==> src/rtl/sio_rd_pkg.sv <==
package sio_rd_pkg;

  localparam int BYTE_W = 8;
  localparam int ADDR_W = 7;
  localparam int BIT_IDX_W = $clog2(BYTE_W);

  typedef enum logic [1:0] {
    ST_IDLE = 2'd0,
    ST_ADDR = 2'd1,
    ST_TURN = 2'd2,
    ST_DATA = 2'd3
  } rd_state_t;

  // Header byte shifted out first: read marker (0) followed by the address.
  function automatic logic [BYTE_W-1:0] header_byte(input logic [ADDR_W-1:0] a);
    return {1'b0, a};
  endfunction

  // True when the bit index points at the final bit of a byte.
  function automatic logic is_last_bit(input logic [BIT_IDX_W-1:0] idx);
    return idx == BIT_IDX_W'(BYTE_W - 1);
  endfunction

  // Next shift-register value: drop the msb, append the incoming bit.
  function automatic logic [BYTE_W-1:0] shift_in(input logic [BYTE_W-1:0] cur,
                                                 input logic bit_in);
    return {cur[BYTE_W-2:0], bit_in};
  endfunction

endpackage

==> src/rtl/sio_rd_halfgen.sv <==
module sio_rd_halfgen #(
  parameter int HALF_CYC = 24
) (
  input  logic clk,
  input  logic rst_n,
  input  logic clr,
  output logic tick
);

  localparam int CW = (HALF_CYC > 1) ? $clog2(HALF_CYC) : 1;
  localparam logic [CW-1:0] LAST = CW'(HALF_CYC - 1);

  logic [CW-1:0] cnt;

  assign tick = !clr && (cnt == LAST);

  always_ff @(posedge clk) begin
    if (!rst_n) begin
      cnt <= '0;
    end else if (clr || tick) begin
      cnt <= '0;
    end else begin
      cnt <= cnt + 1'b1;
    end
  end

endmodule

==> src/rtl/sio_rd_turnwait.sv <==
module sio_rd_turnwait #(
  parameter int HALF_CYC = 24,
  parameter int TURN_CYC = 20000
) (
  input  logic clk,
  input  logic rst_n,
  input  logic run,
  output logic drv_release,
  output logic expire
);

  localparam int CW = $clog2(TURN_CYC + 1);
  localparam logic [CW-1:0] REL_AT = CW'(HALF_CYC - 1);
  localparam logic [CW-1:0] EXP_AT = CW'(TURN_CYC - 1);

  logic [CW-1:0] cnt;

  assign drv_release = run && (cnt == REL_AT);
  assign expire      = run && (cnt == EXP_AT);

  always_ff @(posedge clk) begin
    if (!rst_n) begin
      cnt <= '0;
    end else if (!run) begin
      cnt <= '0;
    end else if (!expire) begin
      cnt <= cnt + 1'b1;
    end
  end

endmodule

==> src/rtl/sio_rd_shreg.sv <==
module sio_rd_shreg
  import sio_rd_pkg::*;
(
  input  logic              clk,
  input  logic              rst_n,
  input  logic              load,
  input  logic [BYTE_W-1:0] load_val,
  input  logic              shift_en,
  input  logic              ser_in,
  output logic [BYTE_W-1:0] q,
  output logic              msb
);

  assign msb = q[BYTE_W-1];

  always_ff @(posedge clk) begin
    if (!rst_n) begin
      q <= '0;
    end else if (load) begin
      q <= load_val;
    end else if (shift_en) begin
      q <= shift_in(q, ser_in);
    end
  end

endmodule

==> src/rtl/sio_rd_master.sv <==
module sio_rd_master
  import sio_rd_pkg::*;
#(
  parameter int HALF_CYC = 24,
  parameter int TURN_CYC = 20000
) (
  input  logic              clk,
  input  logic              rst_n,
  input  logic              pwr_down,
  input  logic              rd_start,
  input  logic [ADDR_W-1:0] rd_addr,
  output logic [BYTE_W-1:0] rd_data,
  output logic              rd_done,
  output logic              busy,
  output logic              sclk,
  output logic              sdio_out,
  output logic              sdio_oe,
  input  logic              sdio_in
);

  generate
    if (TURN_CYC <= HALF_CYC || HALF_CYC < 1) begin : g_bad_cfg
      $error("sio_rd_master: need TURN_CYC > HALF_CYC >= 1");
    end
  endgenerate

  rd_state_t st;
  logic [BIT_IDX_W-1:0] bit_idx;
  logic sclk_q;
  logic oe_q;

  // Named internal events (also observed by the checker).
  logic accept;
  logic in_addr_ph, in_turn_ph, in_data_ph;
  logic half_tick, rise_ev, fall_ev, last_bit;
  logic addr_end, frame_end;
  logic turn_release, turn_expire;
  logic sr_load, sr_shift, sr_ser;
  logic [BYTE_W-1:0] sr_q;
  logic sr_msb;

  assign in_addr_ph = (st == ST_ADDR);
  assign in_turn_ph = (st == ST_TURN);
  assign in_data_ph = (st == ST_DATA);
  assign accept     = rd_start && (st == ST_IDLE) && !pwr_down;

  assign last_bit  = is_last_bit(bit_idx);
  assign rise_ev   = half_tick && !sclk_q;
  assign fall_ev   = half_tick && sclk_q && !last_bit;
  assign addr_end  = in_addr_ph && rise_ev && last_bit;
  assign frame_end = in_data_ph && half_tick && sclk_q && last_bit;

  assign sr_load  = accept;
  assign sr_shift = (in_addr_ph && fall_ev) || (in_data_ph && rise_ev);
  assign sr_ser   = in_data_ph ? sdio_in : 1'b0;

  sio_rd_halfgen #(
    .HALF_CYC(HALF_CYC)
  ) u_half (
    .clk  (clk),
    .rst_n(rst_n),
    .clr  (!(in_addr_ph || in_data_ph)),
    .tick (half_tick)
  );

  sio_rd_turnwait #(
    .HALF_CYC(HALF_CYC),
    .TURN_CYC(TURN_CYC)
  ) u_turn (
    .clk        (clk),
    .rst_n      (rst_n),
    .run        (in_turn_ph),
    .drv_release(turn_release),
    .expire     (turn_expire)
  );

  sio_rd_shreg u_sr (
    .clk     (clk),
    .rst_n   (rst_n),
    .load    (sr_load),
    .load_val(header_byte(rd_addr)),
    .shift_en(sr_shift),
    .ser_in  (sr_ser),
    .q       (sr_q),
    .msb     (sr_msb)
  );

  always_ff @(posedge clk) begin
    if (!rst_n) begin
      st      <= ST_IDLE;
      bit_idx <= '0;
      sclk_q  <= 1'b1;
      oe_q    <= 1'b0;
      rd_done <= 1'b0;
      rd_data <= '0;
    end else begin
      rd_done <= 1'b0;
      unique case (st)
        ST_IDLE: begin
          if (accept) begin
            st      <= ST_ADDR;
            sclk_q  <= 1'b0;
            oe_q    <= 1'b1;
            bit_idx <= '0;
          end
        end
        ST_ADDR: begin
          if (rise_ev) begin
            sclk_q <= 1'b1;
            if (last_bit) st <= ST_TURN;
          end else if (fall_ev) begin
            sclk_q  <= 1'b0;
            bit_idx <= bit_idx + 1'b1;
          end
        end
        ST_TURN: begin
          if (turn_release) oe_q <= 1'b0;
          if (turn_expire) begin
            st      <= ST_DATA;
            sclk_q  <= 1'b0;
            bit_idx <= '0;
          end
        end
        ST_DATA: begin
          if (rise_ev) begin
            sclk_q <= 1'b1;
          end else if (frame_end) begin
            st      <= ST_IDLE;
            rd_done <= 1'b1;
            rd_data <= sr_q;
          end else if (fall_ev) begin
            sclk_q  <= 1'b0;
            bit_idx <= bit_idx + 1'b1;
          end
        end
        default: st <= ST_IDLE;
      endcase
    end
  end

  assign sclk     = sclk_q;
  assign sdio_oe  = oe_q;
  assign sdio_out = oe_q & sr_msb;
  assign busy     = (st != ST_IDLE);

endmodule

==> config.mk <==
export PLATFORM = sky130hd
export DESIGN_NAME = sio_rd_master
export DESIGN_NICKNAME = d
export VERILOG_FILES = /design/src/rtl/sio_rd_pkg.sv /design/src/rtl/sio_rd_halfgen.sv /design/src/rtl/sio_rd_turnwait.sv /design/src/rtl/sio_rd_shreg.sv /design/src/rtl/sio_rd_master.sv
export SDC_FILE = /design/constraint.sdc
export NUM_CORES = 1
export LEC_CHECK = 0
export BUFFER_PORTS_ARGS = -buffer_cell sky130_fd_sc_hd__buf_2
export CAP_MARGIN = 20
export CORE_MARGIN = 2
export CORE_UTILIZATION = 35
export DETAILED_ROUTE_END_ITERATION = 16
export PLACE_DENSITY = 0.63
export SYNTH_ARGS = -nofsm -noshare
export SYNTH_HDL_FRONTEND = slang
export SYNTH_HIERARCHICAL = 1
export SYNTH_SLANG_ARGS = --single-unit
==> constraint.sdc <==
create_clock -name clk -period 2.1 [get_ports clk]
set_input_delay 0.105 -clock clk [delete_from_list [all_inputs] [get_ports clk]]
set_output_delay 0.105 -clock clk [all_outputs]
set_load 0.01 [all_outputs]
==> reports/metrics.yaml, run 1 <==
outcome: "complete, no violations"
cp_max_fo: 8
grt.overflow.total: 0
dr.first_iter.drc_count: 46
wire_per_inst_um: 12.6
skew_ps: 10.0
ant_nets: 0
routabilityCongestion: 0.789
holdPathStages: 3
cts.sinks: 44
synth_area_per_cell_um2: 9.11
io_pins: 25
antenna_found_initial: 0
routed_via_density: 5.06
grt_usage_pct: 13.7
cts_inserted_buffers: 5
grt_pass1_wl_um: 7880
drc_errors: 0
core_area_um2: 6240
grt_max_degree: 28
worst_skew_pair.late_latency_ps: 300
finalCriticalPeriod_ps: 1970
synth_nets: 266
min_from: "rd_addr[4]"
r2r_slack_ps: 130
min-delay-path-class: "input pin to flop"
drive_gt1_share_pct: 25.3
firstDrtPassIters: 5
hold_violations: 0
grt_pass1_vias: 1748
finalSetupViolCount: 0
cts_root_buf: "clkbuf_8"
vias: 1830
die_w_um: 83.8
cp-end-kind: "flop"
p_leak_uw: 0.00108
dieArea_um2: 7030
tns_ps: 0
maxSlewViolCount: 0
yosysWarnings: 6
place_area_um2: 2520
cap_viol_max_count: 0
synth_area_um2: 2230
layout.nets: 305
port_buffers: 24
start_util_pct: 35.7
r2r_end: "u_sr/q[3]"
drt-total-wl_um: 4550
critPathLaunchType: "flop"
synthFlopType: "dfxtp_1"
hold_buffers: 0
final_cell_area_um2: 2670
cts_max_level: 2
cp_data_arrival_time_ps: 2150
antennaDiodeCount: 0
cts_tree: "built"
ys_ff_latch: 44
timing.final.crit_share_pct: 93.7
die_y_um: 83.8
r2r_cells: 9
peakVddDrop_v: 0.000401
synthArstFlopShare_pct: 0
synthToLayoutAreaGrowth_pct: 19.6
path_clk_slew_ps: 90
seq_area_frac_synth_pct: 39.5
powerDensity_nw_per_um2: 793
dpl.hpwl_um: 3350
path_class: "flop to flop"
clock.fmax_ghz: 0.508
clk_path_buf_depth: 2
fin_util_pct: 42.7
holdPathEnd: "u_sr/q[4]"
rows: 29
netlist_instances: 245
grt_setup_unrepaired: "false"
r2r-start: "st[1]"
synth-edff-count: 0
worstPathRequired_ps: 2290
synthDistinctLibCells: 48
-- synthesized netlist by cell type (3+ instances only) --
master / instances / area share [%]
xnor2_1: 7 / 2.7
inv_1: 9 / 1.5
or3_1: 5 / 1.4
nand2b_1: 3 / 0.84
a21oi_1: 7 / 1.6
dfxtp_1: 44 / 39
nor3_1: 5 / 1.1
nand3_1: 7 / 1.6
ha_1: 9 / 5.0
nor4_1: 3 / 0.84
mux2_4: 8 / 5.4
buf_6: 3 / 1.5
o211a_1: 9 / 4.0
nand2_1: 31 / 5.2
and2_1: 4 / 1.1
mux2i_1: 3 / 1.3
or2b_1: 8 / 2.7
nor2b_1: 4 / 1.1
o21ai_0: 7 / 1.6
nor2_1: 21 / 3.5
nand4_1: 6 / 1.7
a21boi_0: 7 / 2.4
-- sequential cells by signal, indices dropped and copies added, names as in the netlist --
name	cells
u_sr/q	8
st	2
sdio_oe	1
u_half/cnt	5
u_turn/cnt	15
bit_idx	3
sclk	1
rd_done	1
rd_data	8
-- kinds of logic (layout without fill, tap and decap cells) --
group                    count (synthesis)  in the layout  share of synthesized area (%)
flip-flops                              44             44                           39.5
AND/OR/NAND/NOR                        110            110                           25.8
multiplexers                            11             11                           6.73
adder cells (fa/ha/maj)                  9              9                           5.05
AO/OA/AOI/OAI                           43             43                           14.9
buffers and inverters                   18             58                           4.32
XOR/XNOR                                 9              9                           3.53
other                                    1              1                          0.168
-- report_power, final --
part | internal (µW) | total, µW | leakage, µW | switching, µW
Sequential | 903 | 969 | 0.000357 | 66.7
Clock | 269 | 572 | 0.0000516 | 303
Combinational | 280 | 575 | 0.000669 | 294
Total | 1450 | 2120 | 0.00108 | 664
-- critical path, stage by stage, from the launching register on --
cell	delay (ps)
dfxtp_2	360
inv_1	60
ha_1	210
or2_4	260
inv_1	110
nor2_4	60
and2_1	160
buf_12	150
mux2_4	290
o211a_1	200
-- cells in the final DEF, fill, tap and decap left out, types with 8 or more instances in the layout --
cell	Yosys	routed
dfxtp_1	44	42
nand2_1	31	31
buf_2	2	24
nor2_1	21	19
buf_4	1	16
o211a_1	9	9
inv_1	9	8
mux2_4	8	8
or2b_1	8	8
-- how the worst max path moves through the flow --
stage          start         end  slack [ps]
3_3_place_gp   st[0]  bit_idx[1]          60
3_5_place_dp   st[0]  bit_idx[1]          40
2_1_floorplan  st[0]  bit_idx[1]          30
4_1_cts        st[0]  bit_idx[1]          30
5_1_grt        st[0]  bit_idx[2]           7
6_report       st[1]   u_sr/q[3]         130
-- metal layers --
metal	GRT usage (%)	wire [µm]
met1	18.3	2250
met2	21.7	2010
met3	3.66	222
met4	3.96	63
met5	0	0
-- cell type report --
cell class / count / area, µm²
multi-input combinational: 183 / 1300
sequential: 44 / 883
clock buffer: 6 / 82.6
clock inverter: 2 / 13.8
tap: 77 / 96.3
inverter: 9 / 33.8
fill: 656 / 3570
timing repair buffer: 41 / 260
-- what timing repair did --
action,4_1_cts,5_1_grt
buffers inserted,0,1
setup endpoints to repair,0,22
resized for setup,0,13
-- stage by stage --
step / hold slack, ps / setup slack (ps) / std cells / total power (µW)
after CTS: 114 / 25.4 / 361 / 2100
after detailed placement: 426 / 42.2 / 353 / 1530
after global routing: 127 / 7.36 / 362 / 2250
final: 124 / 133 / 362 / 2120
after floorplan: 254 / 32.5 / 245 / 1360
after global placement: 422 / 58.3 / 353 / 1510
No activity file was read; power rests on OpenSTA's default activity.
==> inputs of run 2 (changes only) <==
--- a/config.mk
+++ b/config.mk
@@ -5,6 +5,7 @@
 export SDC_FILE = /design/constraint.sdc
 export NUM_CORES = 1
 export LEC_CHECK = 0
+export ABC_AREA = 1
 export BUFFER_PORTS_ARGS = -buffer_cell sky130_fd_sc_hd__buf_2
 export CAP_MARGIN = 20
 export CORE_MARGIN = 2
==> reports/metrics.yaml, run 2 <==
r2r_slack_ps: 130  # about the same
pwr-share-seq_pct: 39.8  # was 45.8%
critPathBufInv: 5  # was 3
largest_reg_flops: 15  # unchanged
top_register: "u_turn/cnt"  # unchanged
path_cells: "inv_1, ha_2, inv_1, nand2_4, inv_2, nor2_4, nand3_1, o21ai_2, clkdlybuf4s15_2, nand3_1, nand3_1, nand2_1, inv_1"  # was inv_1, ha_1, or2_4, inv_1, nor2_4, and2_1, buf_12, mux2_4, o211a_1
cts.sinks: 44  # unchanged
die_y_um: 87.7  # was 83.8 µm
cts_tree: "built"  # unchanged
top_regs: "u_turn/cnt (15), rd_data (8), u_sr/q (8)"  # unchanged
finalNonFillerCells: 512  # was 362
yosysWarnings: 6  # unchanged
cp-end-kind: "flop"  # unchanged
seq_area_frac_synth_pct: 35.9  # was 39.5%
grt_max_degree: 22  # was 28
ys_ff_latch: 44  # unchanged
firstDrtPassIters: 5  # unchanged
drt-total-wl_um: 5290  # was 4550 µm
synthDistinctLibCells: 26  # was 48
clock.fmax_ghz: 0.508  # about the same
worst_hold_slack_ps: 98.3  # was 124 ps
dp.cells: 503  # was 353
final_cell_area_um2: 2860  # was 2670 µm²
drive_gt1_share_pct: 17.1  # was 25.3%
multiInputGateArea_um2: 1340  # was 1300 µm²
synthFlopType: "dfxtp_1"  # unchanged
grt_usage_pct: 14.4  # was 13.7%
drc_errors: 0  # unchanged
intPower_uw: 1590  # was 1450 µW
final_common_cell: "nand2_1"  # was dfxtp_1
cp_slowest_cell: "dfxtp_1"  # was dfxtp_2
dr.first_iter.drc_count: 149  # was 46
start_util_pct: 36.1  # was 35.7%
crit_path_start: "st[1]"  # unchanged
grt.overflow.total: 0  # unchanged
cts_max_level: 2  # unchanged
dpl.hpwl_um: 4020  # was 3350 µm
cts_inserted_buffers: 5  # unchanged
vias: 2304  # was 1830
hold_violations: 0  # unchanged
port_buffers: 24  # unchanged
powerDensity_nw_per_um2: 878  # was 793 nW/µm²
yosys.area.top_type_share_pct: 35.9  # was 39.5%
worstPathRequired_ps: 2350  # was 2290 ps
timing.final.crit_share_pct: 93.7  # about the same
clk_path_buf_depth: 2  # unchanged
regArea_um2: 882  # was 883 µm²
final_cell_mix: "nand2_1 (100), nor2_1 (64), inv_1 (53), dfxtp_1 (43), nand3_1 (31)"  # was dfxtp_1 (42), nand2_1 (31), buf_2 (24), nor2_1 (19), buf_4 (16)
cp_data_arrival_time_ps: 2220  # was 2150 ps
grt_pass1_vias: 2062  # was 1748
routed_via_density: 4.50  # was 5.06
antennaDiodeCount: 0  # unchanged
max_stage_delay_ps: 350  # was 360 ps
dieArea_um2: 7700  # was 7030 µm²
place_area_um2: 2710  # was 2520 µm²
swShare_pct: 36.7  # was 31.4%
maxSlewViolCount: 0  # unchanged
path_depth: 13  # was 9
finalSetupViolCount: 0  # unchanged
post-synth-top-area-cell: "dfxtp_1"  # unchanged
wire_per_inst_um: 10.3  # was 12.6 µm
skew_ps: 6.71  # was 10.0 ps
io_pins: 25  # unchanged
p_clk_share_pct: 26.5  # was 27.0%
n_fill_cell: 704  # was 656
cp_max_fo: 5  # was 8
peakVddDrop_v: 0.000329  # was 0.000401 V
power_uw: 2510  # was 2120 µW
synth_area_per_cell_um2: 6.44  # was 9.11 µm²
worst_skew_pair.late_latency_ps: 290  # was 300 ps
synth_area_um2: 2450  # was 2230 µm²
p_leak_uw: 0.00129  # was 0.00108 µW
crit_family: "simple AND/OR/NAND/NOR gates"  # unchanged
yosysMostFrequentCell: "nand2_1"  # was dfxtp_1
critPathLaunchType: "flop"  # unchanged
synthArstFlopShare_pct: 0  # unchanged
rows: 30  # was 29
outcome: "complete, no violations"  # unchanged
cap_viol_max_count: 0  # unchanged
synth_nets: 402  # was 266
r2r_end: "u_sr/q[1]"  # was u_sr/q[3]
hold_buffers: 0  # unchanged
power.switching_uw: 921  # was 664 µW
netlist_instances: 381  # was 245
critPathCapture: "u_sr/q[1]"  # was u_sr/q[3]
cts_root_buf: "clkbuf_8"  # unchanged
ant_nets: 0  # unchanged
min-delay-path-class: "input pin to flop"  # unchanged
die_w_um: 87.7  # was 83.8 µm
r2r-start: "st[1]"  # unchanged
grt_pass1_wl_um: 9030  # was 7880 µm
tns_ps: 0  # unchanged
synthToLayoutAreaGrowth_pct: 16.5  # was 19.6%
antenna_found_initial: 0  # unchanged
synthTopCellsByArea: "dfxtp_1 (36%), nand2_1 (15%), nor2_1 (9.9%), inv_1 (8.3%), nand3_1 (6.3%)"  # was dfxtp_1 (39%), mux2_4 (5.4%), nand2_1 (5.2%), ha_1 (5.0%), o211a_1 (4.0%)
synth_common_cells: "nand2_1 (100), nor2_1 (65), inv_1 (54)"  # was dfxtp_1 (44), nand2_1 (31), nor2_1 (21)
path_clk_slew_ps: 90  # about the same
layout.nets: 436  # was 305
r2r_cells: 13  # was 9
routabilityCongestion: 0.889  # was 0.789
combPwrFrac_pct: 33.7  # was 27.2%
core_area_um2: 6790  # was 6240 µm²
synth-edff-count: 0  # unchanged
path_class: "flop to flop"  # unchanged
finalCriticalPeriod_ps: 1970  # about the same
[run 2: power groups by stage]
stage / combinational [µW] / clock [µW] / sequential (µW)
finish: 846 / 664 / 998
global route: 984 / 723 / 1010
CTS: 829 / 692 / 997
detailed placement: 821 / 0 / 1020
global placement: 818 / 0 / 1010
floorplan: 618 / 0 / 1000
[run 2: layout make-up]
| class | instances | area share, % |
|---|---|---|
| Clock buffer | 5 | 2.41 |
| Tap cell | 96 | 4.20 |
| Timing Repair Buffer | 32 | 6.44 |
| Multi-Input combinational cell | 273 | 46.7 |
| Clock inverter | 3 | 1.62 |
| Inverter | 59 | 7.75 |
| Sequential cell | 44 | 30.9 |
[run 2: routing by layer]
layer  vias to the layer above  global-route usage, %  share of wire [%]
met3                         6                   2.73                2.7
met5                         -                      0                  0
met1                      1012                   20.6                 54
li1                       1252                      -                  -
met4                         0                   4.20                1.1
met2                        34                   22.1                 42
[run 2: logic make-up after synthesis]
group,count (synthesis),share of synthesized area [%]
AND/OR/NAND/NOR,225,40.2
XOR/XNOR,3,1.07
flip-flops,44,35.9
AO/OA/AOI/OAI,35,7.29
other,1,0.153
adder cells (fa/ha/maj),9,4.59
buffers and inverters,64,10.8
[run 2: how the worst min path moves through the flow]
stage	end	cells past startpoint	start
finish	u_sr/q[2]	5	rd_addr[2]
global route	u_sr/q[2]	5	rd_addr[2]
CTS	u_sr/q[1]	5	rd_addr[1]
detailed placement	u_sr/q[1]	5	rd_addr[1]
global placement	u_sr/q[2]	5	rd_addr[2]
floorplan	u_sr/q[0]	2	rst_n
[run 2: worst reg2reg max path: stages (launching register included)]
cell and delay [ps]:
dfxtp_1 350, inv_1 90, ha_2 180, inv_1 100, nand2_4 110, inv_2 70, nor2_4 130, nand3_1 170
o21ai_2 190, clkdlybuf4s15_2 260, nand3_1 90, nand3_1 80, nand2_1 50, inv_1 50
[run 2: repair_timing]
action | CTS | global route
endpoints found under the setup margin | 0 | 9
buffers inserted | 0 | 0
gates resized for setup | 0 | 9
[run 2: stage by stage]
step           setup slack (ps)  utilization, %
4_1_cts                    13.4            41.6
3_5_place_dp               53.9            39.9
5_1_grt                   -15.1            42.1
6_report                    133            42.1
3_3_place_gp                105            39.9
2_1_floorplan               248               -
==> inputs of run 3 (changes only) <==
--- a/config.mk
+++ b/config.mk
@@ -8,10 +8,12 @@
 export ABC_AREA = 1
 export BUFFER_PORTS_ARGS = -buffer_cell sky130_fd_sc_hd__buf_2
 export CAP_MARGIN = 20
+export CELL_PAD_IN_SITES_DETAIL_PLACEMENT = 1
+export CELL_PAD_IN_SITES_GLOBAL_PLACEMENT = 1
 export CORE_MARGIN = 2
 export CORE_UTILIZATION = 35
 export DETAILED_ROUTE_END_ITERATION = 16
-export PLACE_DENSITY = 0.63
+export PLACE_DENSITY = 0.8
 export SYNTH_ARGS = -nofsm -noshare
 export SYNTH_HDL_FRONTEND = slang
 export SYNTH_HIERARCHICAL = 1
==> reports/metrics.yaml, run 3 (synthesized netlist as in run 2, its figures left out) <==
drt-total-wl_um: 6510  # was 5290 µm
cts.sinks: 44  # unchanged
core_area_um2: 6790  # unchanged
start_util_pct: 36.1  # unchanged
dieArea_um2: 7700  # unchanged
timing.final.crit_share_pct: 91.7  # was 93.7%
drive_gt1_share_pct: 17.8  # was 17.1%
min-delay-path-class: "input pin to flop"  # unchanged
top_register: "u_turn/cnt"  # unchanged
wire_per_inst_um: 12.7  # was 10.3 µm
vias: 2433  # was 2304
grt_max_degree: 18  # was 22
dpl.hpwl_um: 5020  # was 4020 µm
cts_inserted_buffers: 5  # unchanged
routabilityCongestion: 0.859  # was 0.889
maxSlewViolCount: 0  # unchanged
largest_reg_flops: 15  # unchanged
powerDensity_nw_per_um2: 861  # was 878 nW/µm²
final_common_cell: "nand2_1"  # unchanged
ant_nets: 0  # unchanged
multiInputGateArea_um2: 1360  # was 1340 µm²
tns_ps: 0  # unchanged
io_pins: 25  # unchanged
outcome: "complete, no violations"  # unchanged
final_cell_mix: "nand2_1 (100), nor2_1 (64), inv_1 (53), dfxtp_1 (42), nand3_1 (29)"  # was nand2_1 (100), nor2_1 (64), inv_1 (53), dfxtp_1 (43), nand3_1 (31)
peakVddDrop_v: 0.000272  # was 0.000329 V
port_buffers: 24  # unchanged
firstDrtPassIters: 4  # was 5
grt_pass1_wl_um: 10700  # was 9030 µm
cap_viol_max_count: 0  # unchanged
path_clk_slew_ps: 90  # about the same
grt_use_met3_pct: 3.11  # was 2.73%
die_y_um: 87.7  # unchanged
grt.overflow.total: 0  # unchanged
top_regs: "u_turn/cnt (15), rd_data (8), u_sr/q (8)"  # unchanged
routed_via_density: 4.75  # was 4.50
critPathLaunchType: "flop"  # unchanged
cp_data_arrival_time_ps: 2120  # was 2220 ps
layout.nets: 436  # unchanged
finalCriticalPeriod_ps: 1930  # was 1970 ps
top_usage_layer: "met2"  # unchanged
drc_errors: 0  # unchanged
clock.fmax_ghz: 0.519  # was 0.508 GHz
skew_ps: 4.31  # was 6.71 ps
hold_buffers: 0  # unchanged
worstPathRequired_ps: 2300  # was 2350 ps
synthToLayoutAreaGrowth_pct: 16.5  # unchanged
die_w_um: 87.7  # unchanged
grt_use_met2_pct: 29.9  # was 22.1%
finalSetupViolCount: 0  # unchanged
p_leak_uw: 0.00128  # was 0.00129 µW
power_uw: 2460  # was 2510 µW
regArea_um2: 883  # was 882 µm²
path_class: "flop to flop"  # unchanged
worst_hold_slack_ps: 56.7  # was 98.3 ps
antennaDiodeCount: 0  # unchanged
grt_pass1_vias: 2335  # was 2062
clk_path_buf_depth: 2  # unchanged
cp-end-kind: "flop"  # unchanged
antenna_found_initial: 0  # unchanged
rows: 30  # unchanged
n_fill_cell: 918  # was 704
grt_usage_pct: 17.5  # was 14.4%
grt.met1_usage_pct: 22.9  # was 20.6%
cts_tree: "built"  # unchanged
cp_max_fo: 8  # was 5
worst_skew_pair.late_latency_ps: 290  # about the same
cts_max_level: 2  # unchanged
dr.first_iter.drc_count: 85  # was 149
cts_root_buf: "clkbuf_8"  # unchanged
hold_violations: 0  # unchanged
## run 3: changes by cell type in the layout (fill, tap and decap cells not counted), sizes merged
| cell | change |
|---|---|
| buf | +1 |
| bufinv | -1 |
| clkdlybuf4s15 | -1 |
| clkbuf | +2 |
| inv | -1 |
## run 3: what timing repair did
action,4_1_cts,5_1_grt
setup buffers,0,1
setup endpoints to repair,8,15
gates cloned,0,1
pin swaps,0,3
resized for setup,3,14
## run 3: critical path, stage by stage (launching register included)
cell     delay (ps)
dfxtp_1         350
inv_1            90
ha_2            190
inv_1            90
nand2_2          90
inv_2            60
nor2_4          140
inv_1            90
nor2_4          120
nand2_1          90
o21ai_2         100
buf_6           170
nor2_8           50
nand2_1          60
nand3_1          60
nand2_1          60
inv_1            40
## run 3: layer usage
layer  part of all wire, %  vias up
met4                   1.2        0
met2                    48       34
met3                   3.6        6
met5                     0        -
li1                      -     1247
met1                    48     1146
## run 3: area by class of cell
type / instances / share of cell area [%]
flip-flops and latches: 44 / 30.9
repair buffers: 32 / 6.35
well taps: 96 / 4.20
clock inverters: 1 / 0.263
multi-input cells: 273 / 47.5
clock buffers: 7 / 3.02
inverters: 59 / 7.75
## run 3: path summary, 6_finish.rpt
kind,startpoint,endpoint,slack (ps),cells after the start
min reg2reg,u_half/cnt[0],u_half/cnt[0],440,1
max,st[1],u_sr/q[5],170,16
min,rst_n,sclk,60,2
max reg2reg,st[1],u_sr/q[5],170,16
## run 3: metrics by stage
| step | cell area (µm²) | std cells | setup slack [ps] | util (%) |
|---|---|---|---|---|
| 6_report | 2860 | 512 | 175 | 42.1 |
| 3_5_place_dp | 2700 | 502 | 1.48 | 39.8 |
| 3_3_place_gp | 2700 | 502 | 67.7 | 39.8 |
| 2_1_floorplan | 2450 | 381 | 248 | - |
| 5_1_grt | 2860 | 512 | -22.7 | 42.1 |
| 4_1_cts | 2800 | 510 | 30.6 | 41.3 |
## run 3: where the power goes
part           internal (µW)  switching, µW
clock                    268            296
combinational            322            566
sequential               921           86.3
total                   1510            949
